File: config.mk
export PLATFORM = sky130hd
export DESIGN_NAME = i2c_cfg_regs
export DESIGN_NICKNAME = d
export VERILOG_FILES = /design/src/rtl/i2c_cfg_pkg.sv /design/src/rtl/i2c_bus_sense.sv /design/src/rtl/i2c_reg_bank.sv /design/src/rtl/i2c_slave_fsm.sv /design/src/rtl/i2c_cfg_regs.sv
export SDC_FILE = /design/constraint.sdc
export NUM_CORES = 1
export LEC_CHECK = 0
export ABC_AREA = 0
export BUFFER_PORTS_ARGS = -buffer_cell sky130_fd_sc_hd__buf_2
export CORE_MARGIN = 2
export CORE_UTILIZATION = 40
export CTS_BUF_LIST = sky130_fd_sc_hd__clkbuf_8 sky130_fd_sc_hd__clkbuf_16
export CTS_CLUSTER_SIZE = 8
export DETAILED_ROUTE_END_ITERATION = 8
export HOLD_SLACK_MARGIN = 0.08
export SLEW_MARGIN = 5
export SYNTH_ARGS = -nofsm -noshare
export SYNTH_HDL_FRONTEND = slang
export SYNTH_SLANG_ARGS = --single-unit
File: constraint.sdc
create_clock -name clk -period 4 [get_ports clk]
set_clock_uncertainty 0.05 [all_clocks]
set_input_delay 0.2 -clock clk [delete_from_list [all_inputs] [get_ports clk]]
set_output_delay 0.2 -clock clk [all_outputs]
set_load 0.03 [all_outputs]
File: src/rtl/i2c_cfg_pkg.sv
package i2c_cfg_pkg;

    localparam int BYTE_W = 8;

    typedef enum logic [3:0] {
        ST_IDLE,
        ST_DEVADDR,
        ST_DEV_ACK,
        ST_PTR,
        ST_PTR_ACK,
        ST_WDATA,
        ST_WACK,
        ST_RDATA,
        ST_RACK,
        ST_IGNORE
    } phase_e;

    typedef struct packed {
        logic scl;
        logic sda;
        logic scl_rise;
        logic scl_fall;
        logic start;
        logic stop;
    } bus_ev_t;

    function automatic logic id_match(input logic [BYTE_W-1:0] b, input logic [3:0] id);
        return b[BYTE_W-1 -: 4] == id;
    endfunction

endpackage

File: src/rtl/i2c_bus_sense.sv
module i2c_bus_sense
    import i2c_cfg_pkg::*;
#(
    parameter int SYNC_STAGES = 2
) (
    input  logic    clk,
    input  logic    rst,
    input  logic    scl_i,
    input  logic    sda_i,
    output bus_ev_t ev
);
    logic [SYNC_STAGES-1:0] scl_pipe;
    logic [SYNC_STAGES-1:0] sda_pipe;
    logic                   scl_q;
    logic                   sda_q;

    always_ff @(posedge clk) begin
        if (rst) begin
            scl_pipe <= '1;
            sda_pipe <= '1;
            scl_q    <= 1'b1;
            sda_q    <= 1'b1;
        end else begin
            scl_pipe <= {scl_pipe[SYNC_STAGES-2:0], scl_i};
            sda_pipe <= {sda_pipe[SYNC_STAGES-2:0], sda_i};
            scl_q    <= scl_pipe[SYNC_STAGES-1];
            sda_q    <= sda_pipe[SYNC_STAGES-1];
        end
    end

    always_comb begin
        ev.scl      = scl_pipe[SYNC_STAGES-1];
        ev.sda      = sda_pipe[SYNC_STAGES-1];
        ev.scl_rise = ev.scl & ~scl_q;
        ev.scl_fall = ~ev.scl & scl_q;
        ev.start    = ev.scl & scl_q & sda_q & ~ev.sda;
        ev.stop     = ev.scl & scl_q & ~sda_q & ev.sda;
    end

    AST_START_STOP_EXCL: assert property (@(posedge clk) disable iff (rst)
        !(ev.start && ev.stop)) else $error("start and stop together");

endmodule

File: src/rtl/i2c_reg_bank.sv
module i2c_reg_bank
    import i2c_cfg_pkg::*;
#(
    parameter int NUM_REGS = 16,
    localparam int PTR_W   = $clog2(NUM_REGS)
) (
    input  logic                       clk,
    input  logic                       rst,
    input  logic                       wr_en,
    input  logic [PTR_W-1:0]           wr_addr,
    input  logic [BYTE_W-1:0]          wr_data,
    input  logic [PTR_W-1:0]           rd_addr,
    output logic [BYTE_W-1:0]          rd_data,
    output logic [NUM_REGS*BYTE_W-1:0] regs_flat
);
    logic [BYTE_W-1:0] mem [NUM_REGS];

    for (genvar i = 0; i < NUM_REGS; i++) begin : g_reg
        always_ff @(posedge clk) begin
            if (rst) begin
                mem[i] <= '0;
            end else if (wr_en && wr_addr == PTR_W'(i)) begin
                mem[i] <= wr_data;
            end
        end
        assign regs_flat[i*BYTE_W +: BYTE_W] = mem[i];
    end

    assign rd_data = mem[rd_addr];

    AST_HOLD_WITHOUT_WRITE: assert property (@(posedge clk) disable iff (rst)
        !wr_en |=> $stable(regs_flat)) else $error("register changed without write");

endmodule

File: src/rtl/i2c_slave_fsm.sv
module i2c_slave_fsm
    import i2c_cfg_pkg::*;
#(
    parameter int         NUM_REGS = 16,
    parameter logic [3:0] DEV_ID   = 4'b1010,
    localparam int        PTR_W    = $clog2(NUM_REGS)
) (
    input  logic              clk,
    input  logic              rst,
    input  bus_ev_t           ev,
    input  logic [BYTE_W-1:0] rd_data,
    output logic [PTR_W-1:0]  ptr,
    output logic              wr_en,
    output logic [PTR_W-1:0]  wr_addr,
    output logic [BYTE_W-1:0] wr_data,
    output logic              sda_oe
);
    phase_e            phase;
    logic [3:0]        cnt;
    logic [BYTE_W-1:0] shreg;
    logic [BYTE_W-1:0] txreg;
    logic              rw;
    logic              nack;

    always_ff @(posedge clk) begin
        if (rst) begin
            phase   <= ST_IDLE;
            cnt     <= '0;
            shreg   <= '0;
            txreg   <= '0;
            ptr     <= '0;
            sda_oe  <= 1'b0;
            rw      <= 1'b0;
            nack    <= 1'b0;
            wr_en   <= 1'b0;
            wr_addr <= '0;
            wr_data <= '0;
        end else begin
            wr_en <= 1'b0;
            if (ev.start) begin
                phase  <= ST_DEVADDR;
                cnt    <= '0;
                sda_oe <= 1'b0;
            end else if (ev.stop) begin
                phase  <= ST_IDLE;
                sda_oe <= 1'b0;
            end else begin
                unique case (phase)
                    ST_DEVADDR, ST_PTR, ST_WDATA: begin
                        if (ev.scl_rise && cnt != 4'd8) begin
                            shreg <= {shreg[BYTE_W-2:0], ev.sda};
                            cnt   <= cnt + 4'd1;
                        end else if (ev.scl_fall && cnt == 4'd8) begin
                            cnt <= '0;
                            if (phase == ST_DEVADDR) begin
                                if (id_match(shreg, DEV_ID)) begin
                                    rw     <= shreg[0];
                                    sda_oe <= 1'b1;
                                    phase  <= ST_DEV_ACK;
                                end else begin
                                    phase  <= ST_IGNORE;
                                end
                            end else if (phase == ST_PTR) begin
                                ptr    <= shreg[PTR_W-1:0];
                                sda_oe <= 1'b1;
                                phase  <= ST_PTR_ACK;
                            end else begin
                                wr_en   <= 1'b1;
                                wr_addr <= ptr;
                                wr_data <= shreg;
                                ptr     <= ptr + 1'b1;
                                sda_oe  <= 1'b1;
                                phase   <= ST_WACK;
                            end
                        end
                    end
                    ST_DEV_ACK: begin
                        if (ev.scl_fall) begin
                            cnt <= '0;
                            if (rw) begin
                                txreg  <= rd_data;
                                sda_oe <= ~rd_data[BYTE_W-1];
                                phase  <= ST_RDATA;
                            end else begin
                                sda_oe <= 1'b0;
                                phase  <= ST_PTR;
                            end
                        end
                    end
                    ST_PTR_ACK, ST_WACK: begin
                        if (ev.scl_fall) begin
                            sda_oe <= 1'b0;
                            phase  <= ST_WDATA;
                        end
                    end
                    ST_RDATA: begin
                        if (ev.scl_fall) begin
                            if (cnt == 4'd7) begin
                                cnt    <= '0;
                                sda_oe <= 1'b0;
                                ptr    <= ptr + 1'b1;
                                phase  <= ST_RACK;
                            end else begin
                                txreg  <= {txreg[BYTE_W-2:0], 1'b0};
                                sda_oe <= ~txreg[BYTE_W-2];
                                cnt    <= cnt + 4'd1;
                            end
                        end
                    end
                    ST_RACK: begin
                        if (ev.scl_rise) begin
                            nack <= ev.sda;
                        end else if (ev.scl_fall) begin
                            if (nack) begin
                                phase <= ST_IGNORE;
                            end else begin
                                txreg  <= rd_data;
                                sda_oe <= ~rd_data[BYTE_W-1];
                                phase  <= ST_RDATA;
                            end
                        end
                    end
                    default: ;
                endcase
            end
        end
    end

    AST_OE_MOVES_SCL_LOW: assert property (@(posedge clk) disable iff (rst)
        (!$stable(sda_oe) && !$past(ev.start || ev.stop)) |-> !ev.scl)
        else $error("sda_oe changed while SCL high");
    AST_SILENT_UNADDRESSED: assert property (@(posedge clk) disable iff (rst)
        (phase == ST_IGNORE || phase == ST_IDLE) |-> !sda_oe)
        else $error("driving SDA while not addressed");
    AST_STOP_RELEASE: assert property (@(posedge clk) disable iff (rst)
        ev.stop |=> !sda_oe) else $error("SDA held after stop");
    AST_PTR_STEP: assert property (@(posedge clk) disable iff (rst)
        wr_en |-> ptr == PTR_W'(wr_addr + 1'b1)) else $error("pointer did not advance");

endmodule

File: src/rtl/i2c_cfg_regs.sv
module i2c_cfg_regs
    import i2c_cfg_pkg::*;
#(
    parameter int         NUM_REGS    = 16,
    parameter logic [3:0] DEV_ID      = 4'b1010,
    parameter int         SYNC_STAGES = 2,
    localparam int        PTR_W       = $clog2(NUM_REGS)
) (
    input  logic                       clk,
    input  logic                       rst,
    input  logic                       scl_i,
    input  logic                       sda_i,
    output logic                       sda_oe,
    output logic [NUM_REGS*BYTE_W-1:0] regs_o
);
    bus_ev_t           ev;
    logic [PTR_W-1:0]  ptr;
    logic              wr_en;
    logic [PTR_W-1:0]  wr_addr;
    logic [BYTE_W-1:0] wr_data;
    logic [BYTE_W-1:0] rd_data;

    i2c_bus_sense #(.SYNC_STAGES(SYNC_STAGES)) u_sense (
        .clk   (clk),
        .rst   (rst),
        .scl_i (scl_i),
        .sda_i (sda_i),
        .ev    (ev)
    );

    i2c_slave_fsm #(.NUM_REGS(NUM_REGS), .DEV_ID(DEV_ID)) u_fsm (
        .clk     (clk),
        .rst     (rst),
        .ev      (ev),
        .rd_data (rd_data),
        .ptr     (ptr),
        .wr_en   (wr_en),
        .wr_addr (wr_addr),
        .wr_data (wr_data),
        .sda_oe  (sda_oe)
    );

    i2c_reg_bank #(.NUM_REGS(NUM_REGS)) u_bank (
        .clk       (clk),
        .rst       (rst),
        .wr_en     (wr_en),
        .wr_addr   (wr_addr),
        .wr_data   (wr_data),
        .rd_addr   (ptr),
        .rd_data   (rd_data),
        .regs_flat (regs_o)
    );

    AST_RESET_QUIET: assert property (@(posedge clk)
        $past(rst) |-> (!sda_oe && regs_o == '0)) else $error("reset state wrong");

endmodule

==> flow_summary_export.csv, run 1 <==
group,metric,value,unit
floorplan,ios,133,
drt,wl_per_cell,21.3,um
floorplan,start_util,40.6,%
clocking,post_cts_buffers,0,
yosys,yosysSeqAreaShare,57.7,%
floorplan,row_count,53,
yosys,synth_area,0.00850,mm2
yosys,synthArstFlopShare,0,%
worst_setup_path,cp_slowest_stage_delay,0.58,ns
clocking,cts.sink_count,181,
yosys,syn_area_per_cell,12.6,um2
placement,dp_hpwl,16800,um
pwr,power_density,402,mW/mm2
clocking,root_buffer,"clkbuf_16",
cells_and_area,final_common_cell,"buf_2",
sta,rsz0062_at_grt,"no",
sta,finalHoldViolations,0,
drt,vias,6041,
clocking,insertion_delay,0.44,ns
sta,worst_slew_pin_slew,0.956,ns
clocking,cts_resized,0,
yosys,synthSimpleGateAreaFrac,19.4,%
worst_setup_path,crit_start,"u_fsm.cnt[0]",
worst_setup_path,cpMaxStageDelayCell,"nor2_1",
sta,whs,0.249,ns
placement,dp.cells,1068,
yosys,synthFlopType,"edfxtp_1",
sta,slew_violations,0,
yosys,synth_top_area_share,45.2,%
yosys,synth.area.mux_share,12.8,%
placement,placed_cell_area,0.00947,mm2
cells_and_area,drive_gt1_share,29.0,%
sta,setup_viol,0,
worst_setup_path,cp_cell_sequence,"inv_1 -> ha_1 -> and3b_1 -> nor2_1 -> o211ai_1 -> or4_1 -> a21oi_1",
drt,drt-pass1-iter-count,5,
floorplan,die_w,150,um
pwr,p_leak,3.79,nW
pwr,vdd_drop_max,0.312,mV
worst_setup_path,end_kind,"flip-flop",
yosys,synth_edf_count,128,
cells_and_area,final_nets,821,
drt,drc_errors,0,
worst_setup_path,reg2reg_from,"u_fsm.cnt[0]",
cells_and_area,fin_area,0.0101,mm2
cells_and_area,final_util,48.2,%
yosys,synth_seq_cells,181,
cells_and_area,ff_latch_area,0.00491,mm2
yosys,syn_nets,684,
yosys,synth_top_family_by_area,"simple AND/OR/NAND/NOR gates",
cells_and_area,antenna_cells,0,
cells_and_area,final_cell_mix,"buf_2, and2_1, edfxtp_1",
floorplan,die_area,0.0224,mm2
floorplan,die_h,150,um
clocking,cts-htree-levels,4,
clocking,path_clk_slew,0.07,ns
yosys,ys_warn_count,0,
worst_setup_path,cp_max_fo,11,
drt,antenna_left,0,
yosys,synth-xor-area-share,0.206,%
worst_setup_path,cp-start-kind,"flip-flop",
floorplan,core,0.0210,mm2
worst_setup_path,crit_type,"flip-flop to flip-flop",
clocking,cts_buffers,17,
placement,portBuffers,132,
clocking,cts_hold_buffers,2,
flow_run,cap_violations,0,
sta,worst_slack,1.33,ns
yosys,ys_types,65,
cells_and_area,multi_input_area,0.00338,mm2
sta,period_share,66.8,%
placement,pre_cts_ws,1.33,ns
outcome,status,"finished, final reports clean",
yosys,synth_compound_area_share,6.93,%
yosys,synthTopCellsByArea,"edfxtp_1, dfxtp_1, and2_1",
worst_setup_path,arrival,2.99,ns
global_route,antenna_found_initial,0,
cells_and_area,fillers,1901,
placement,place_congestion,0.886,
yosys,synth_area_leader_cell,"edfxtp_1",
sta,slew_headroom,35.8,%
clocking,clockBufferDepth,2,
sta,min_period,2.67,ns
global_route,grt_pass1_vias,5736,
worst_setup_path,worstPathRequired,4.32,ns
drt,wl,23500,um
global_route,grt.overflow.total,0,
clocking,tritoncts,"done",
hold_path,min_from,"rst",
yosys,synth_cells,677,
hold_path,hold_path.class,"input pin to flip-flop",
global_route,grt_max_degree,40,
pwr,power,4.06,mW
sta,finalSetupTns,0,ns
yosys,synthAdderAreaFrac,0.442,%
cells_and_area,final_cells,1102,
cells_and_area,syn2layout_area_growth,18.8,%
global_route,grt_pass1_wl,34900,um
drt,dr.first_iter.drc_count,395,
drt,routed_via_density,5.48,
sta,fmax,375,MHz
global_route,grt_usage,21.3,%
-- power by group --
group / leakage (nW) / total, mW / internal (mW) / switching [mW]
registers: 1.75 / 2.08 / 2.05 / 0.0390
logic: 1.74 / 0.258 / 0.0743 / 0.183
clock network: 0.297 / 1.71 / 0.898 / 0.817
-- flip-flops by register name (all words and copies together), names as in the netlist, 2 cells and up, named ones only --
signal,cells
u_fsm.ptr,4
u_sense.scl_pipe,2
u_fsm.cnt,4
u_sense.sda_pipe,2
u_bank.mem,128
u_fsm.phase,4
u_fsm.wr_data,8
u_fsm.shreg,8
u_fsm.txreg,7
u_fsm.wr_addr,4
-- path summary, 6_finish.rpt --
kind                                             to  slack [ns]  cells after the start
worst max-delay path                   u_fsm.cnt[2]        1.33                      7
worst min-delay path                     u_fsm.nack        0.25                      3
worst max register to register         u_fsm.cnt[2]        1.33                      7
worst min register to register  u_sense.scl_pipe[1]        0.36                      1
-- cells by family (layout without fill, tap and decap cells) --
family,Yosys count,after routing
buffers and inverters,43,193
adders and majority gates,3,3
and+or+nand+nor,294,294
xor gates and xnor gates,2,2
muxes,66,66
AOI/OAI and AO/OA,88,88
DFF,181,181
-- cells in the mapped netlist, types with 2 or more instances --
| cell | number |
|---|---|
| mux4_2 | 34 |
| buf_6 | 4 |
| a21oi_1 | 23 |
| nor2_2 | 2 |
| inv_1 | 6 |
| nand4b_1 | 2 |
| edfxtp_1 | 128 |
| nand3_1 | 17 |
| o211ai_1 | 3 |
| nor3_1 | 10 |
| o21ai_0 | 23 |
| and2_1 | 129 |
| nand2_1 | 26 |
| o31ai_1 | 4 |
| nor2_1 | 63 |
| a21o_1 | 2 |
| dfxtp_1 | 53 |
| mux2i_1 | 30 |
| buf_4 | 4 |
| nand2b_1 | 11 |
| nand3b_1 | 6 |
| or2_2 | 5 |
| a2111oi_1 | 4 |
| ha_1 | 3 |
| buf_2 | 8 |
| nor3_2 | 2 |
| nor3b_1 | 2 |
| clkbuf_1 | 21 |
| o21ai_2 | 2 |
| a31oi_1 | 4 |
| a211o_1 | 3 |
| mux2_2 | 2 |
| o21ai_1 | 5 |
| nor2b_1 | 5 |
-- worst max-delay path, delay by kind of cell (launching register included) --
family          cells  cell delay [ns]
fa+ha+maj           1             0.23
compound gates      2             0.48
simple gates        3             1.36
buf+inv             1             0.10
flops               1             0.39
-- layer usage --
layer  track usage (%)  up-vias  share of wire [%]
met2              33.4      247                 46
li1                  -     2750                  -
met3              5.09       25                7.9
met1              29.4     3019                 44
met5                 0        -                  0
met4              7.12        0                2.1
-- layout make-up --
| type | instances | share of cell area (%) |
|---|---|---|
| Sequential cell | 181 | 48.6 |
| Multi-Input combinational cell | 453 | 33.5 |
| Timing Repair Buffer | 155 | 8.30 |
| Clock buffer | 17 | 4.21 |
| Tap cell | 275 | 3.41 |
| Clock inverter | 15 | 1.81 |
| Inverter | 6 | 0.223 |
Note: power is estimated with default switching activity, not from simulation.
==> run 2, diff against run 1 <==
clock period = 2.5 ns   (was 4 ns; I/O delays follow)
==> flow_summary_export.csv, run 2 (synthesis results as in run 1) <==
group,metric,value,unit
sta,worst_slack,0.227,ns
sta,fmax,440,MHz
worst_setup_path,rrSetupSlack,0.23,ns
sta,finalSetupTns,0,ns
floorplan,start_util,40.6,%
drt,vias,6005,
drt,dr.first_iter.drc_count,474,
worst_setup_path,cp-start-kind,"flip-flop",
drt,antenna_left,0,
cells_and_area,syn2layout_area_growth,20.2,%
floorplan,row_count,53,
cells_and_area,fin_area,0.0102,mm2
pwr,vdd_drop_max,0.494,mV
worst_setup_path,arrival,2.54,ns
cells_and_area,final_common_cell,"buf_2",
drt,wl_per_cell,21.1,um
worst_setup_path,crit_type,"flip-flop to flip-flop",
pwr,power_density,620,mW/mm2
global_route,grt_usage,21.8,%
sta,slew_headroom,47.6,%
placement,dp_hpwl,17200,um
cells_and_area,multi_input_area,0.00338,mm2
clocking,root_buffer,"clkbuf_16",
cells_and_area,largest_register_ffs,128,
pwr,internal_power,4.72,mW
global_route,grt.overflow.total,0,
clocking,tritoncts,"done",
sta,rsz0062_at_grt,"no",
placement,place_congestion,0.910,
clocking,path_clk_slew,0.07,ns
hold_path,hold_path.class,"flip-flop to flip-flop",
worst_setup_path,worstPathRequired,2.77,ns
global_route,grt_max_degree,29,
sta,finalHoldViolations,0,
cells_and_area,regMostFlops,"u_bank.mem",
cells_and_area,final_nets,837,
placement,pre_cts_ws,0.242,ns
pwr,power_frac_comb,6.7,%
drt,routed_via_density,5.37,
pwr,p_sw,1.61,mW
placement,portBuffers,132,
clocking,clockBufferDepth,2,
pwr,power,6.33,mW
global_route,grt_pass1_vias,6024,
cells_and_area,fillers,1908,
floorplan,die_h,150,um
clocking,cts.sink_count,181,
sta,whs,0.358,ns
sta,worst_slew_pin_slew,0.785,ns
floorplan,die_area,0.0224,mm2
drt,wl,23600,um
outcome,status,"finished, final reports clean",
cells_and_area,reg.largest.list,"u_bank.mem: 128 flops, u_fsm.shreg: 8 flops, u_fsm.wr_data: 8 flops",
drt,drt-pass1-iter-count,7,
floorplan,ios,133,
clocking,insertion_delay,0.43,ns
placement,placed_cell_area,0.00962,mm2
pwr,power_frac_seq,52.6,%
worst_setup_path,end_kind,"flip-flop",
cells_and_area,final_cell_mix,"buf_2, and2_1, edfxtp_1",
floorplan,die_w,150,um
pwr,switching_share,25.5,%
pwr,clkPwrFrac,40.7,%
sta,slew_violations,0,
drt,drc_errors,0,
clocking,cts_resized,0,
pwr,p_leak,3.86,nW
global_route,antenna_found_initial,1,
sta,setup_viol,0,
flow_run,cap_violations,0,
cells_and_area,ff_latch_area,0.00491,mm2
cells_and_area,drive_gt1_share,30.1,%
floorplan,core,0.0210,mm2
worst_setup_path,cp_max_fo,14,
clocking,cts-htree-levels,4,
clocking,cts_buffers,17,
sta,period_share,90.9,%
sta,min_period,2.27,ns
global_route,grt_pass1_wl,36000,um
## run 2: cell types whose count changed in the layout (fill, tap and decap cells not counted), moves of 2 or more
cell      previous run  this run
clkinv_4             4         6
clkinv_8             3         0
buf_12               0         3
inv_8                3         6
inv_6                4         1
buf_4               21        33
## run 2: power groups by stage
stage,clock network [mW],registers [mW],logic [mW]
after floorplan,0,3.53,0.121
after global placement,0,3.39,0.421
after detailed placement,0,3.40,0.423
after CTS,2.62,3.33,0.428
after global routing,2.74,3.34,0.449
final,2.58,3.33,0.426
## run 2: final timing paths
| kind | cells after the start | to | start |
|---|---|---|---|
| setup reg to reg | 6 | u_fsm.txreg[5] | flip-flop |
| hold / removal | 1 | u_sense.scl_pipe[1] | u_sense.scl_pipe[0] |
| setup / recovery | 6 | u_fsm.txreg[5] | flip-flop |
| hold reg to reg | 1 | u_sense.scl_pipe[1] | u_sense.scl_pipe[0] |
## run 2: repair_timing
item	in CTS	in global routing
buffers inserted	0	0
endpoints found under the hold margin	7	0
hold buffers	3	0
## run 2: worst max-delay path, stage by stage (launching register included)
cell	delay [ns]
dfxtp_1	0.68
buf_12	0.24
mux4_2	0.33
mux2i_1	0.35
nor3_1	0.08
a2111oi_1	0.34
nor2_1	0.09
## run 2: layout make-up
cell class	instances	area share [%]
Antenna cell	1	0.0245
Clock buffer	17	4.16
Clock inverter	15	1.37
Inverter	6	0.220
Multi-Input combinational cell	453	33.1
Sequential cell	181	48.0
Tap cell	275	3.37
Timing Repair Buffer	171	9.77
## run 2: through the flow
| step | cells | utilization, % |
|---|---|---|
| floorplan | 677 | - |
| global placement | 1083 | 45.9 |
| detailed placement | 1083 | 45.9 |
| CTS | 1118 | 48.7 |
| global route | 1118 | 48.7 |
| finish | 1119 | 48.8 |
## run 2: metal layers
layer | GRT usage (%) | vias to the layer above | wire (um)
li1 | - | 2783 | -
met1 | 28.5 | 2958 | 10200
met2 | 35.2 | 226 | 11100
met3 | 6.10 | 38 | 1820
met4 | 7.12 | 0 | 544
met5 | 0 | - | 0
==> run 3, diff against run 2 <==
CORE_UTILIZATION = 57   (was 40)
PLACE_DENSITY = 0.8   (was default)
REMOVE_ABC_BUFFERS = 1   (was default)
SETUP_SLACK_MARGIN = 0.02   (was default)
==> flow_summary_export.csv, run 3 (synthesis results as in run 1) <==
group,metric,value,unit
global_route,grt_pass1_wl,35400,um
drt,wl,23000,um
clocking,post_cts_buffers,0,
clocking,path_clk_slew,0.07,ns
cells_and_area,final_cells,1020,
placement,dp.cells,986,
sta,fmax,452,MHz
sta,worst_slew_pin_slew,0.903,ns
cells_and_area,final_nets,830,
worst_setup_path,end_kind,"flip-flop",
worst_setup_path,arrival,2.46,ns
cells_and_area,reg.largest.list,"u_bank.mem: 128 flops, u_fsm.shreg: 8 flops, u_fsm.wr_data: 8 flops",
sta,slew_headroom,39.7,%
sta,rsz0062_at_grt,"no",
clocking,tritoncts,"done",
floorplan,ios,133,
global_route,grt_max_degree,39,
clocking,root_buffer,"clkbuf_16",
global_route,grt_usage,29.4,%
hold_path,min_from,"rst",
global_route,grt.overflow.total,0,
drt,drt-pass1-iter-count,5,
sta,period_share,88.4,%
worst_setup_path,timing.rr.end,"u_fsm.txreg[1]",
worst_setup_path,cp_max_fo,7,
cells_and_area,antenna_cells,0,
clocking,cts.sink_count,181,
clocking,insertion_delay,0.43,ns
floorplan,core,0.0145,mm2
floorplan,die_area,0.0159,mm2
sta,finalHoldViolations,0,
sta,slew_violations,0,
floorplan,die_h,126,um
worst_setup_path,cp-start-kind,"flip-flop",
cells_and_area,drive_gt1_share,30.1,%
placement,placed_cell_area,0.00945,mm2
worst_setup_path,worstPathRequired,2.75,ns
drt,routed_via_density,6.11,
cells_and_area,fin_area,0.0101,mm2
cells_and_area,fillers,1030,
hold_path,whs_path_depth,3,
drt,antenna_left,0,
floorplan,row_count,44,
cells_and_area,regMostFlops,"u_bank.mem",
worst_setup_path,crit_type,"flip-flop to flip-flop",
pwr,power_density,657,mW/mm2
placement,portBuffers,132,
hold_path,hold-path-endpoint,"u_sense.sda_q",
global_route,grt_pass1_vias,6203,
pwr,p_leak,3.85,nW
outcome,status,"finished, final reports clean",
cells_and_area,largest_register_ffs,128,
drt,drc_errors,0,
floorplan,start_util,58.5,%
cells_and_area,syn2layout_area_growth,18.9,%
sta,min_period,2.21,ns
pwr,vdd_drop_max,0.527,mV
cells_and_area,ff_latch_area,0.00491,mm2
cells_and_area,multi_input_area,0.00338,mm2
drt,wl_per_cell,22.6,um
worst_setup_path,reg2reg_depth,7,
flow_run,cap_violations,0,
floorplan,die_w,126,um
placement,place_congestion,0.910,
cells_and_area,final_util,69.5,%
clocking,clockBufferDepth,2,
clocking,cts-htree-levels,4,
placement,dp_hpwl,15800,um
worst_setup_path,reg2reg_from,"u_fsm.cnt[0]",
drt,dr.first_iter.drc_count,748,
cells_and_area,final_common_cell,"buf_2",
clocking,cts_buffers,17,
sta,setup_viol,0,
worst_setup_path,rrSetupSlack,0.29,ns
cells_and_area,final_cell_mix,"buf_2, and2_1, edfxtp_1",
hold_path,hold_path.class,"input pin to flip-flop",
drt,vias,6228,
global_route,antenna_found_initial,0,
## run 3: cell count changes in the layout (fill, tap and decap cells not counted), sizes merged
| cell | delta |
|---|---|
| buf | -6 |
| bufinv | +3 |
| clkinv | -6 |
| clkinvlp | +2 |
| diode | -1 |
| dlygate4sd3 | -1 |
| inv | +1 |
## run 3: layout make-up
cell class | count | share of cell area [%]
Multi-Input combinational cell | 453 | 33.4
Inverter | 6 | 0.223
Tap cell | 184 | 2.28
Clock buffer | 17 | 4.21
Clock inverter | 15 | 2.07
Sequential cell | 181 | 48.6
Timing Repair Buffer | 164 | 9.21
## run 3: critical path: stages (launching register included)
cell       delay, ns
dfxtp_1         0.34
ha_1            0.23
nand3b_1        0.24
o21ai_1         0.15
a221oi_4        0.37
o21ai_2         0.19
a2111oi_1       0.41
nor2_1          0.11
## run 3: worst max path at each step
stage                   start              to  slack (ns)  depth (start not counted)
2_1_floorplan       flip-flop    u_fsm.sda_oe       -0.41                          6
3_3_place_gp   u_fsm.phase[1]  u_fsm.txreg[3]        0.34                          6
3_5_place_dp   u_fsm.phase[1]  u_fsm.txreg[2]        0.23                          6
4_1_cts        u_fsm.phase[1]  u_fsm.txreg[1]        0.21                          6
5_1_grt          u_fsm.cnt[0]  u_fsm.txreg[2]        0.04                          7
6_report         u_fsm.cnt[0]  u_fsm.txreg[1]        0.29                          7
## run 3: timing repair
item	in CTS	in global routing
gates resized for setup	0	3
setup endpoints to repair	0	2
hold buffers	2	0
hold endpoints to repair	2	0
## run 3: where the power goes
group	internal [mW]	leakage, nW	total [mW]	switching [mW]
clock	1.62	0.302	2.88	1.26
sequential	3.27	1.75	3.33	0.0564
combinational	0.123	1.80	0.420	0.297
## run 3: layer usage
layer | vias to the layer above | routed length, um | global-route usage, %
met5 | - | 0 | 0
met4 | 0 | 539 | 9.95
met3 | 48 | 2100 | 7.82
met2 | 347 | 11300 | 46.9
met1 | 3072 | 9090 | 39.5
li1 | 2761 | - | -
## run 3: per-stage QoR
stage	setup TNS [ns]	total power [mW]	setup WS, ns	hold slack [ns]
floorplan	-2.10	3.64	-0.415	0.144
global placement	0	3.80	0.343	0.262
detailed placement	0	3.81	0.235	0.264
CTS	0	6.63	0.214	0.149
global route	0	6.78	0.0421	0.195
finish	0	6.63	0.289	0.151
